<file path="config.mk">
export PLATFORM = sky130hd
export DESIGN_NAME = txchunk_deframer
export DESIGN_NICKNAME = d
export VERILOG_FILES = /design/src/rtl/txd_pkg.sv /design/src/rtl/txd_chunk_cursor.sv /design/src/rtl/txd_chunk_gate.sv /design/src/rtl/txd_frame_pick.sv /design/src/rtl/txchunk_deframer.sv
export SDC_FILE = /design/constraint.sdc
export NUM_CORES = 1
export LEC_CHECK = 0
export ABC_AREA = 1
export CORE_MARGIN = 3
export CORE_UTILIZATION = 55
export CTS_BUF_LIST = sky130_fd_sc_hd__clkbuf_8 sky130_fd_sc_hd__clkbuf_16
export CTS_CLUSTER_DIAMETER = 30
export DETAILED_ROUTE_END_ITERATION = 10
export DONT_BUFFER_PORTS = 1
export HOLD_SLACK_MARGIN = 0.08
export PLACE_DENSITY = 0.74
export SLEW_MARGIN = 20
export SYNTH_ARGS = -nofsm -noshare
export SYNTH_HDL_FRONTEND = slang
export SYNTH_HIERARCHICAL = 1
export SYNTH_SLANG_ARGS = --single-unit
</file>
<file path="constraint.sdc">
create_clock -name clk -period 2.5 [get_ports clk]
set_input_delay 0.375 -clock clk [delete_from_list [all_inputs] [get_ports clk]]
set_output_delay 0.375 -clock clk [all_outputs]
set_load 0.02 [all_outputs]
</file>
<file path="src/rtl/txd_pkg.sv">
// Shared definitions for the transmit chunk deframer.
// Assumes the 32-bit header layout below; field positions are decoded by
// neighbouring logic and must not move.
package txd_pkg;

    localparam int HDR_BYTES = 4;
    localparam int PAY_BYTES = 64;
    localparam int HDR_W     = HDR_BYTES * 8;

    typedef struct packed {
        logic       is_data;     // 31
        logic       seq;         // 30
        logic       norx;        // 29
        logic [4:0] rsv_a;       // 28:24
        logic [1:0] vendor;      // 23:22
        logic       pay_ok;      // 21
        logic       has_start;   // 20
        logic [3:0] start_word;  // 19:16
        logic       rsv_b;       // 15
        logic       has_end;     // 14
        logic [5:0] end_byte;    // 13:8
        logic [1:0] ts_code;     // 7:6
        logic [4:0] rsv_c;       // 5:1
        logic       par;         // 0
    } txd_hdr_t;

    // Odd parity holds when the header contains an odd number of ones.
    function automatic logic txd_parity_ok(input logic [HDR_W-1:0] w);
        return ^w;
    endfunction

endpackage

</file>
<file path="src/rtl/txd_chunk_cursor.sv">
// Tracks the byte position inside a chunk.
// Assumes in_first is only raised with in_valid. Assembles the header
// (MSB first) and presents payload bytes with their index. Bytes past the
// chunk end are ignored until the next chunk marker.
module txd_chunk_cursor #(
    parameter int HDR_BYTES = 4,
    parameter int PAY_BYTES = 64,
    localparam int CHUNK    = HDR_BYTES + PAY_BYTES,
    localparam int POS_W    = $clog2(CHUNK + 1),
    localparam int IDX_W    = $clog2(PAY_BYTES),
    localparam int HDR_W    = HDR_BYTES * 8
) (
    input  logic             clk,
    input  logic             rst_n,
    input  logic             in_valid,
    input  logic             in_first,
    input  logic [7:0]       in_byte,
    output logic             hdr_last,
    output logic [HDR_W-1:0] hdr_word,
    output logic             pay_valid,
    output logic [IDX_W-1:0] pay_idx,
    output logic [7:0]       pay_byte
);

    logic [POS_W-1:0] pos_q;
    logic [POS_W-1:0] cur;
    logic [HDR_W-9:0] shift_q;
    logic             in_chunk;

    // Position of the byte presented this cycle.
    always_comb begin
        cur      = in_first ? '0 : pos_q;
        in_chunk = cur < POS_W'(CHUNK);
    end

    // Advance position and collect leading header bytes.
    always_ff @(posedge clk) begin
        if (!rst_n) begin
            pos_q   <= POS_W'(CHUNK);
            shift_q <= '0;
        end else if (in_valid && in_chunk) begin
            pos_q <= cur + POS_W'(1);
            if (cur < POS_W'(HDR_BYTES - 1))
                shift_q <= {shift_q[HDR_W-17:0], in_byte};
        end
    end

    // Present completed header and payload bytes.
    always_comb begin
        hdr_last  = in_valid && in_chunk && (cur == POS_W'(HDR_BYTES - 1));
        hdr_word  = {shift_q, in_byte};
        pay_valid = in_valid && in_chunk && (cur >= POS_W'(HDR_BYTES));
        pay_idx   = IDX_W'(cur - POS_W'(HDR_BYTES));
        pay_byte  = in_byte;
    end

endmodule

</file>
<file path="src/rtl/txd_chunk_gate.sv">
// Judges a completed header: parity, data flag, payload-valid flag and
// credit availability. Holds the boundary descriptors of the chunk in
// progress and raises the per-header strobes.
// Assumes tx_credits is stable while a header is received.
module txd_chunk_gate #(
    parameter int CREDIT_W = 5,
    parameter int HDR_W    = 32
) (
    input  logic                 clk,
    input  logic                 rst_n,
    input  logic                 hdr_last,
    input  logic [HDR_W-1:0]     hdr_word,
    input  logic [CREDIT_W-1:0]  tx_credits,
    output logic                 accept,
    output txd_pkg::txd_hdr_t    hdr_q,
    output logic                 hdr_done,
    output logic                 hdr_bad,
    output logic                 credit_err
);
    import txd_pkg::*;

    txd_hdr_t h;
    logic     par_good;
    logic     wants_data;
    logic     no_credit;

    // Decode the incoming header word.
    always_comb begin
        h          = txd_hdr_t'(hdr_word);
        par_good   = txd_parity_ok(hdr_word);
        wants_data = par_good && h.is_data && h.pay_ok;
        no_credit  = (tx_credits == '0);
    end

    // Register the verdict and the descriptors when a header completes.
    always_ff @(posedge clk) begin
        if (!rst_n) begin
            accept     <= 1'b0;
            hdr_q      <= '0;
            hdr_done   <= 1'b0;
            hdr_bad    <= 1'b0;
            credit_err <= 1'b0;
        end else begin
            hdr_done   <= hdr_last;
            hdr_bad    <= hdr_last && !par_good;
            credit_err <= hdr_last && wants_data && no_credit;
            if (hdr_last) begin
                accept <= wants_data && !no_credit;
                hdr_q  <= h;
            end
        end
    end

endmodule

</file>
<file path="src/rtl/txd_frame_pick.sv">
// Selects frame bytes from an accepted payload using the start word offset
// and end byte offset. Keeps the open-frame state across chunks and the
// timestamp code of the frame in progress.
// Assumes descriptors are stable for the whole payload of a chunk.
module txd_frame_pick #(
    parameter int PAY_BYTES = 64,
    parameter int SWO_W     = 4,
    localparam int IDX_W    = $clog2(PAY_BYTES)
) (
    input  logic             clk,
    input  logic             rst_n,
    input  logic             pay_valid,
    input  logic [IDX_W-1:0] pay_idx,
    input  logic [7:0]       pay_byte,
    input  logic             accept,
    input  logic             has_start,
    input  logic [SWO_W-1:0] start_word,
    input  logic             has_end,
    input  logic [IDX_W-1:0] end_byte,
    input  logic [1:0]       ts_code,
    output logic             out_valid,
    output logic [7:0]       out_byte,
    output logic             out_sof,
    output logic             out_eof,
    output logic [1:0]       out_tsc
);

    logic             open_q;
    logic [1:0]       tsc_q;
    logic [IDX_W-1:0] start_idx;
    logic             end_first;
    logic             sof_here;
    logic             eof_here;
    logic             skip_old;
    logic             take;

    // Classify the current payload byte.
    always_comb begin
        start_idx = IDX_W'({start_word, 2'b00});
        end_first = has_start && has_end && (end_byte < start_idx);
        sof_here  = has_start && (pay_idx == start_idx);
        eof_here  = has_end && (pay_idx == end_byte);
        skip_old  = has_start && !end_first && (pay_idx < start_idx);
        take      = pay_valid && accept && ((open_q && !skip_old) || sof_here);
    end

    // Emit the byte and update the frame state.
    always_ff @(posedge clk) begin
        if (!rst_n) begin
            out_valid <= 1'b0;
            out_byte  <= '0;
            out_sof   <= 1'b0;
            out_eof   <= 1'b0;
            out_tsc   <= '0;
            open_q    <= 1'b0;
            tsc_q     <= '0;
        end else begin
            out_valid <= take;
            out_sof   <= take && sof_here;
            out_eof   <= take && eof_here;
            if (take) begin
                out_byte <= pay_byte;
                out_tsc  <= sof_here ? ts_code : tsc_q;
                open_q   <= !eof_here;
                if (sof_here)
                    tsc_q <= ts_code;
            end
        end
    end

endmodule

</file>
<file path="src/rtl/txchunk_deframer.sv">
// Device-side deframer for transmit chunks arriving over SPI.
// Assumes a byte stream with a chunk marker on byte 0; emits frame bytes
// with start/end markers and reports per-header status.
module txchunk_deframer #(
    parameter int HDR_BYTES = 4,
    parameter int PAY_BYTES = 64,
    parameter int CREDIT_W  = 5,
    localparam int IDX_W    = $clog2(PAY_BYTES),
    localparam int HDR_W    = HDR_BYTES * 8
) (
    input  logic                clk,
    input  logic                rst_n,
    input  logic                in_valid,
    input  logic                in_first,
    input  logic [7:0]          in_byte,
    input  logic [CREDIT_W-1:0] tx_credits,
    output logic                out_valid,
    output logic [7:0]          out_byte,
    output logic                out_sof,
    output logic                out_eof,
    output logic [1:0]          out_tsc,
    output logic                hdr_done,
    output logic                hdr_bad,
    output logic                norx_req,
    output logic                seq_bit,
    output logic                credit_err
);
    import txd_pkg::*;

    logic             hdr_last;
    logic [HDR_W-1:0] hdr_word;
    logic             pay_valid;
    logic [IDX_W-1:0] pay_idx;
    logic [7:0]       pay_byte;
    logic             accept;
    txd_hdr_t         hdr_q;

    txd_chunk_cursor #(
        .HDR_BYTES (HDR_BYTES),
        .PAY_BYTES (PAY_BYTES)
    ) u_cursor (
        .clk       (clk),
        .rst_n     (rst_n),
        .in_valid  (in_valid),
        .in_first  (in_first),
        .in_byte   (in_byte),
        .hdr_last  (hdr_last),
        .hdr_word  (hdr_word),
        .pay_valid (pay_valid),
        .pay_idx   (pay_idx),
        .pay_byte  (pay_byte)
    );

    txd_chunk_gate #(
        .CREDIT_W (CREDIT_W),
        .HDR_W    (HDR_W)
    ) u_gate (
        .clk        (clk),
        .rst_n      (rst_n),
        .hdr_last   (hdr_last),
        .hdr_word   (hdr_word),
        .tx_credits (tx_credits),
        .accept     (accept),
        .hdr_q      (hdr_q),
        .hdr_done   (hdr_done),
        .hdr_bad    (hdr_bad),
        .credit_err (credit_err)
    );

    txd_frame_pick #(
        .PAY_BYTES (PAY_BYTES),
        .SWO_W     (4)
    ) u_pick (
        .clk        (clk),
        .rst_n      (rst_n),
        .pay_valid  (pay_valid),
        .pay_idx    (pay_idx),
        .pay_byte   (pay_byte),
        .accept     (accept),
        .has_start  (hdr_q.has_start),
        .start_word (hdr_q.start_word),
        .has_end    (hdr_q.has_end),
        .end_byte   (IDX_W'(hdr_q.end_byte)),
        .ts_code    (hdr_q.ts_code),
        .out_valid  (out_valid),
        .out_byte   (out_byte),
        .out_sof    (out_sof),
        .out_eof    (out_eof),
        .out_tsc    (out_tsc)
    );

    // Forward sideband bits of the last header.
    always_comb begin
        norx_req = hdr_q.norx;
        seq_bit  = hdr_q.seq;
    end

endmodule

</file>
Word-level counts from Yosys, hierarchy flattened
Cells that the tools add are included.
{ "classes": {"n_reduce_logical": 30, "magnitude_cmp": 5, "add_sub_neg": 2, "n_eq_ne": 3, "n_mux": 1} }
{ "ops": {"columns": ["op", "count"], "rows": [
  ["$reduce_xor 32->1", 1],
  ["$logic_and 1x1->1", 20],
  ["$eq 6x6->1", 2],
  ["$lt 6x6->1", 2],
  ["$add 7x1->7 const B", 1],
  ["$eq 7x2->1 const B", 1],
  ["$ge 7x3->1 const B", 1],
  ["$lt 7x2->1 const B", 1],
  ["$lt 7x7->1 const B", 1],
  ["$mux 7", 1],
  ["$sub 6x3->6 const B", 1],
  ["$logic_not 1->1", 5],
  ["$logic_not 5->1", 1],
  ["$reduce_and 2->1", 2],
  ["$logic_or 1x1->1", 1]
]} }
{ "totals": {"reg_bits": 65, "output_inout_bits": 18, "in_bits": 17, "elab_cells": 60} }

Logic depth before layout (Yosys ltp)
Gate-level depths: netlist of the first run.
{ "logic_depth": {"word_depth": 10, "depth_mapped": 16, "ltp_nobuf": 16} }

Modules after synthesis
The synthesis of the first run kept the hierarchy.
{ "modules_own_cells": {"columns": ["mod", "instances", "area_each_um2", "cells_each", "seq_area_each_um2"], "rows": [
  ["txd_chunk_gate", 1, 1926.8, 328, 720.7],
  ["txd_chunk_cursor", 1, 1784.2, 286, 620.6],
  ["txd_frame_pick", 1, 852.1, 135, 280.3]
]} }

Worst setup path before layout of the first run
Ideal clock, no wire load.
{ "synth_timing": {"kind": "input to register", "startpoint": "input in_valid", "endpoint": "register u_gate.hdr_bad", "setup_slack_ns": 0.415, "setup_ns": 0.064, "stages": 8, "t_arrival_ns": 2.020, "n_path_buf": 4, "path_cell_list": "clkbuf_1 clkbuf_1 nand3_1 nor4_1 buf_2 buf_1 nand2_1 nor2_1"} }
{ "synth_between": {"elab_chain_len": 3} }
{ "synth_rtl": {"columns": ["element", "line_no", "rtl"], "rows": [
  ["from (decl)", "txchunk_deframer.sv:13", "input logic in_valid,"],
  ["$logic_and 1x1->1 (2 in series)", "txd_chunk_cursor.sv:50", "hdr_last = in_valid && in_chunk && (cur == POS_W'(HDR_BYTES - 1));"],
  ["via hdr_last", "txchunk_deframer.sv:30", "logic hdr_last;"],
  ["$logic_and 1x1->1", "txd_chunk_gate.sv:45", "hdr_bad <= hdr_last && !par_good;"],
  ["to (signal assigned)", "txd_chunk_gate.sv:45", null],
  ["to (decl)", "txd_chunk_gate.sv:17", "output logic hdr_bad,"]
]} }
The timed path passes the listed nets, and every way through them passes these cells.
A chain may end at the register's enable or synchronous reset.

Final worst setup path of the first run
{ "layout_timing": {"startpoint": "register u_cursor.pos_q[2]", "endpoint": "register u_pick.out_byte[1]"} }
{ "layout_between": {"elab_chain_len": 8, "elab_cells_between_ends": 15, "classes_between": "1 x add/sub; 3 x order compare; 1 x eq/ne; 1 x mux; 9 x reduce/logical"} }
{ "layout_rtl": {"columns": ["element", "line_no", "rtl"], "rows": [
  ["from (decl)", "txd_chunk_cursor.sv:25", "logic [POS_W-1:0] pos_q;"],
  ["from (signal assigned)", "txd_chunk_cursor.sv:39", "pos_q <= POS_W'(CHUNK);"],
  ["from (signal assigned)", "txd_chunk_cursor.sv:42", "pos_q <= cur + POS_W'(1);"],
  ["$mux 7 *", "txd_chunk_cursor.sv:32", "cur = in_first ? '0 : pos_q;"],
  ["$sub 6x3->6 *", "txd_chunk_cursor.sv:53", "pay_idx = IDX_W'(cur - POS_W'(HDR_BYTES));"],
  ["via pay_idx[2]", "txchunk_deframer.sv:33", "logic [IDX_W-1:0] pay_idx;"],
  ["$lt 6x6->1", "txd_frame_pick.sv:43", "skip_old = has_start && !end_first && (pay_idx < start_idx);"],
  ["$logic_and 1x1->1", "txd_frame_pick.sv:43", null],
  ["$logic_not 1->1", "txd_frame_pick.sv:44", "take = pay_valid && accept && ((open_q && !skip_old) || sof_here);"],
  ["$logic_and 1x1->1", "txd_frame_pick.sv:44", null],
  ["$logic_or 1x1->1 *", "txd_frame_pick.sv:44", null],
  ["$logic_and 1x1->1 *", "txd_frame_pick.sv:44", null],
  ["to (signal assigned)", "txd_frame_pick.sv:62", "out_byte <= pay_byte;"],
  ["to (decl)", "txd_frame_pick.sv:22", "output logic [7:0] out_byte,"]
]} }
Mark *: on every way through the listed nets, which the timed path passes. The rest lies on a longest branch.

==> qor.txt, run 1 <==
GRT overflow - 0
Crit start category - register
TritonCTS Buffers - 9
Vert. Die Dim - 92.1 um
Fin nets - 700
Vias per std cell - 5.04
Max Freq - 459 MHz
Cell Area, Synth - 4080 um2
Post-DP HPWL - 6370 um
Commonest non-fill, non-tap cell in the layout - nand2_1
Initial antenna violation count - 0
Reg2Reg Launch Point - u_cursor/pos_q[2]
Worst Tran Pin Value - 361 ps
Yosys warns - 6
DR pass1 iterations - 5
RePlAce Congestion - 0.866
ANT cells - 0
DR iter-0 viols - 210
Initial Utilization - 0.584
Most frequent cells in the layout - nand2_1 (248), inv_1 (126), nor2_1 (93)
Status - finished clean
DR vias - 3910
Hold Path Sink - u_cursor/pos_q[2]
Min-Delay Startpoint - rst_n
Syn avg cell area - 5.84 um2
DR WL/cell - 11.6 um
Drt total wl - 9030 um
Layout cells sized above 1 - 0.0647
Syn Inst Count - 699
Cell Rows - 30
Worst R2R Path Depth - 14
LEAKAGE - 0.00227 uW
Die Span X - 92.1 um
Dpl cell area - 4020 um2
GRT Total Usage - 0.221
Port-buffer cells - 0
Final setup viols - 0
Final Hold Fails - 0
CTS Root Buffer Type - clkbuf_8
Hold Crit Class - in2reg
First-pass GRT wire length - 15000 um
# IOs - 35
Total Neg Setup Slack - 0 ps
RSZ-0062 raised after global routing - false
Period utilization - 0.871
Synthesis-to-finish area growth - 4.57%
Final ANT Viol Nets - 0
Power per cell area - 647 nW/um2
Syn_nets - 724
Critical path arrival - 2430 ps
Final critical-path required period - 2180 ps
Required @ worst endpoint - 2750 ps
CTS Buffer Depth - 2
Clk_skew - 3.97 ps
Clock Latency Late Sink - 350 ps
WHS Path Cells - 1
Worst Setup Path Type - reg2reg
Final Cell Area - 4270 um2
CORE AREA - 6980 um2
Fill count - 707
H-tree depth - 3
Largest net degree at the start of global routing - 64
DRC - 0
Max Cap Viol - 0
CP endpoint kind - register
Slew margin rel. - 0.759
Die area - 8490 um2
CP Max Fanout - 18
Total clock sinks - 65
Clk slew on worst S/H paths - 70 ps
TritonCTS clock tree - yes
Peak supply drop - 0.249 mV
Max-slew violations - 0
Flop2flop setup slack - 320 ps
Cts hold-fix bufs - 0
Crit Reg-Reg Endpoint - u_pick/out_byte[1]
Vias in the first global route - 3429
## what timing repair did
action                                  4_1_cts  5_1_grt
buffers inserted                              0        0
resized for setup                             0        1
endpoints found under the setup margin        0        2
## worst max-delay path by stage
stage,cells past startpoint,startpoint,slack [ps],end
floorplan,13,in_first,470,u_pick/out_eof
global placement,13,in_first,310,u_gate/credit_err
detailed placement,14,u_cursor/pos_q[2],280,u_pick/out_byte[1]
CTS,15,u_cursor/pos_q[2],270,u_pick/out_byte[6]
global route,14,u_cursor/pos_q[2],70,u_pick/out_byte[4]
finish,14,u_cursor/pos_q[2],320,u_pick/out_byte[1]
## per-stage QoR
step,hold slack (ps),util,instances,total power (uW),setup WS (ps)
after floorplan,447,-,699,1630,471
after global placement,466,0.576,760,1690,307
after detailed placement,469,0.576,760,1700,282
after CTS,99.3,0.610,776,2770,265
after global routing,94.1,0.611,776,2930,72.9
final,117,0.611,776,2760,323
## final cells by class
class / instances / area [um2] / share of cell area
clock buffers: 9 / 124 / 0.0290
repair buffers: 4 / 42.5 / 0.00997
clock inverters: 7 / 111 / 0.0261
inverters: 135 / 507 / 0.119
flip-flops and latches: 65 / 1300 / 0.305
well taps: 96 / 120 / 0.0282
multi-input cells: 460 / 2060 / 0.483
## power by group
group,internal (uW),total (uW),switching [uW]
sequential,1080,1130,46.8
clock,655,1070,413
combinational,194,564,370
## state kept, by name (all words and copies together) (netlist names)
| name | cells |
|---|---|
| u_cursor/pos_q | 7 |
| u_cursor/shift_q | 24 |
| u_gate/accept | 1 |
| u_gate/credit_err | 1 |
| u_gate/hdr_bad | 1 |
| u_gate/hdr_done | 1 |
| u_gate/hdr_q | 16 |
| u_pick/open_q | 1 |
| u_pick/out_byte | 8 |
| u_pick/out_eof | 1 |
| u_pick/out_sof | 1 |
| u_pick/out_tsc | 2 |
| u_pick/out_valid | 1 |
## routing by layer
| metal | vias to the layer above | track usage | part of all wire |
|---|---|---|---|
| li1 | 2026 | - | - |
| met1 | 1770 | 0.276 | 0.45 |
| met2 | 100 | 0.367 | 0.48 |
| met3 | 14 | 0.0550 | 0.060 |
| met4 | 0 | 0.0866 | 0.017 |
| met5 | - | 0 | 0 |
## worst max-delay path, stage by stage, from the launching register on
cell	delay [ps]
dfxtp_1	390
inv_1	50
nor2_1	180
inv_2	120
nand2_1	140
xor2_2	220
ha_1	280
nand2_1	70
nand3b_1	80
nor2_1	110
nand2_1	70
nand2_2	80
nand2_4	120
nor2_1	120
nor2_1	50
Note: power is estimated with default switching activity, not from simulation.
==> run 2: changes to the inputs <==
--- a/config.mk
+++ b/config.mk
@@ -12,7 +12,7 @@
 export CTS_CLUSTER_DIAMETER = 30
 export DETAILED_ROUTE_END_ITERATION = 10
 export DONT_BUFFER_PORTS = 1
-export HOLD_SLACK_MARGIN = 0.08
+export HOLD_SLACK_MARGIN = 0.15
 export PLACE_DENSITY = 0.74
 export SLEW_MARGIN = 20
 export SYNTH_ARGS = -nofsm -noshare
==> qor.txt, run 2 (synthesis gave the netlist of run 1 again) <==
Port-buffer cells - 0
Fill count - 702
Largest net degree at the start of global routing - 38
Most Used Layer, Global Route - met2
Initial Utilization - 0.584
First-pass GRT wire length - 15400 um
Clock Latency Late Sink - 350 ps
Total Neg Setup Slack - 0 ps
Vert. Die Dim - 92.1 um
CORE AREA - 6980 um2
Critical path arrival - 2480 ps
Worst R2R Path Depth - 15
Worst Setup Path Type - reg2reg
Die Span X - 92.1 um
Power, Total - 2780 uW
DR pass1 iterations - 5
Reg2Reg Launch Point - u_cursor/pos_q[2]
GRT Total Usage - 0.229
LEAKAGE - 0.00229 uW
Vias in the first global route - 3470
Critical path origin - u_cursor/pos_q[2]
Power per cell area - 644 nW/um2
Die area - 8490 um2
Final ANT Viol Nets - 0
Status - finished clean
Commonest non-fill, non-tap cell in the layout - nand2_1
ANT cells - 0
Final setup viols - 0
CTS Buffer Depth - 2
Post-CTS setup buffers - 0
Total clock sinks - 65
Period utilization - 0.878
Max Cap Viol - 0
Met1 Usage GRT - 0.283
Final Hold Fails - 0
Max Freq - 456 MHz
Clk slew on worst S/H paths - 70 ps
M3 GR Usage - 0.0558
Fin nets - 705
Max reg flops - 24
Min-Delay Startpoint - rst_n
DR vias - 3910
DR WL/cell - 12.0 um
Largest registers - u_cursor/shift_q x24, u_gate/hdr_q x16, u_pick/out_byte x8
Worst Tran Pin Value - 354 ps
CP Max Fanout - 18
Top reg by flops - u_cursor/shift_q
Most frequent cells in the layout - nand2_1 (248), inv_1 (126), nor2_1 (93)
Initial antenna violation count - 0
Final critical-path required period - 2190 ps
Drt total wl - 9380 um
Vias per std cell - 5.01
TritonCTS Buffers - 9
RePlAce Congestion - 0.866
DRC - 0
Max-slew violations - 0
TritonCTS clock tree - yes
Post-DP HPWL - 6370 um
CP endpoint kind - register
Hold Crit Class - in2reg
Clk_skew - 4.41 ps
H-tree depth - 3
CTS Root Buffer Type - clkbuf_8
Required @ worst endpoint - 2790 ps
WHS Path Cells - 2
GRT overflow - 0
Met2 Use GR - 0.381
DR iter-0 viols - 251
Cell Rows - 30
RSZ-0062 raised after global routing - false
# IOs - 35
Peak supply drop - 0.252 mV
Crit start category - register
Layout cells sized above 1 - 0.0657
Synthesis-to-finish area growth - 6.04%
Slew margin rel. - 0.764
run 2: cell types whose count changed in the layout (fill, tap and decap cells not counted):
cell | before | now
dlygate4sd3_1 | 0 | 4
buf_12 | 1 | 2
run 2: stage by stage:
stage	hold WS (ps)	utilization	instance area (um2)	worst slack, ps	std cells
6_report	172	0.620	4330	306	781
5_1_grt	150	0.620	4330	72.9	781
4_1_cts	150	0.617	4310	260	780
3_5_place_dp	469	0.576	4020	282	760
3_3_place_gp	466	0.576	4020	307	760
2_1_floorplan	447	-	4080	471	699
run 2: power by group:
part | internal, uW | total, uW | switching (uW)
combinational | 201 | 585 | 384
clock | 655 | 1070 | 418
sequential | 1080 | 1130 | 46.6
run 2: final cells by class:
cell class	count	area [um2]	area share
Clock buffer	9	124	0.0286
Clock inverter	7	111	0.0257
Inverter	135	507	0.117
Multi-Input combinational cell	460	2060	0.476
Sequential cell	65	1300	0.301
Tap cell	96	120	0.0278
Timing Repair Buffer	9	103	0.0237
run 2: timing repair:
action	4_1_cts	5_1_grt
hold buffers	4	1
hold endpoints to repair	37	1
resized for setup	0	1
setup endpoints to repair	0	3
run 2: final timing paths:
| check | to | slack, ps |
|---|---|---|
| hold / removal | u_cursor/shift_q[11] | 170 |
| hold reg to reg | u_gate/hdr_q[7] | 480 |
| setup / recovery | u_pick/out_byte[6] | 310 |
| setup reg to reg | u_pick/out_byte[6] | 310 |
run 2: routing by layer:
layer | part of all wire | wire length [um] | vias to the layer above
met5 | 0 | 0 | -
met4 | 0.014 | 131 | 0
met3 | 0.064 | 604 | 13
met2 | 0.48 | 4540 | 111
met1 | 0.44 | 4100 | 1749
li1 | - | - | 2037
run 2: worst max-delay path: stages, from the launching register on:
cell and delay, ps:
dfxtp_1 390, inv_1 50, nor2_1 180, inv_2 120, nand2_1 140, xor2_2 220, ha_1 280, nand2_1 70
nand3b_1 80, nor2_1 110, nand2_1 70, nand2_2 80, nand2_4 130, nand2_1 90, nand2_1 40, nor2_1 90
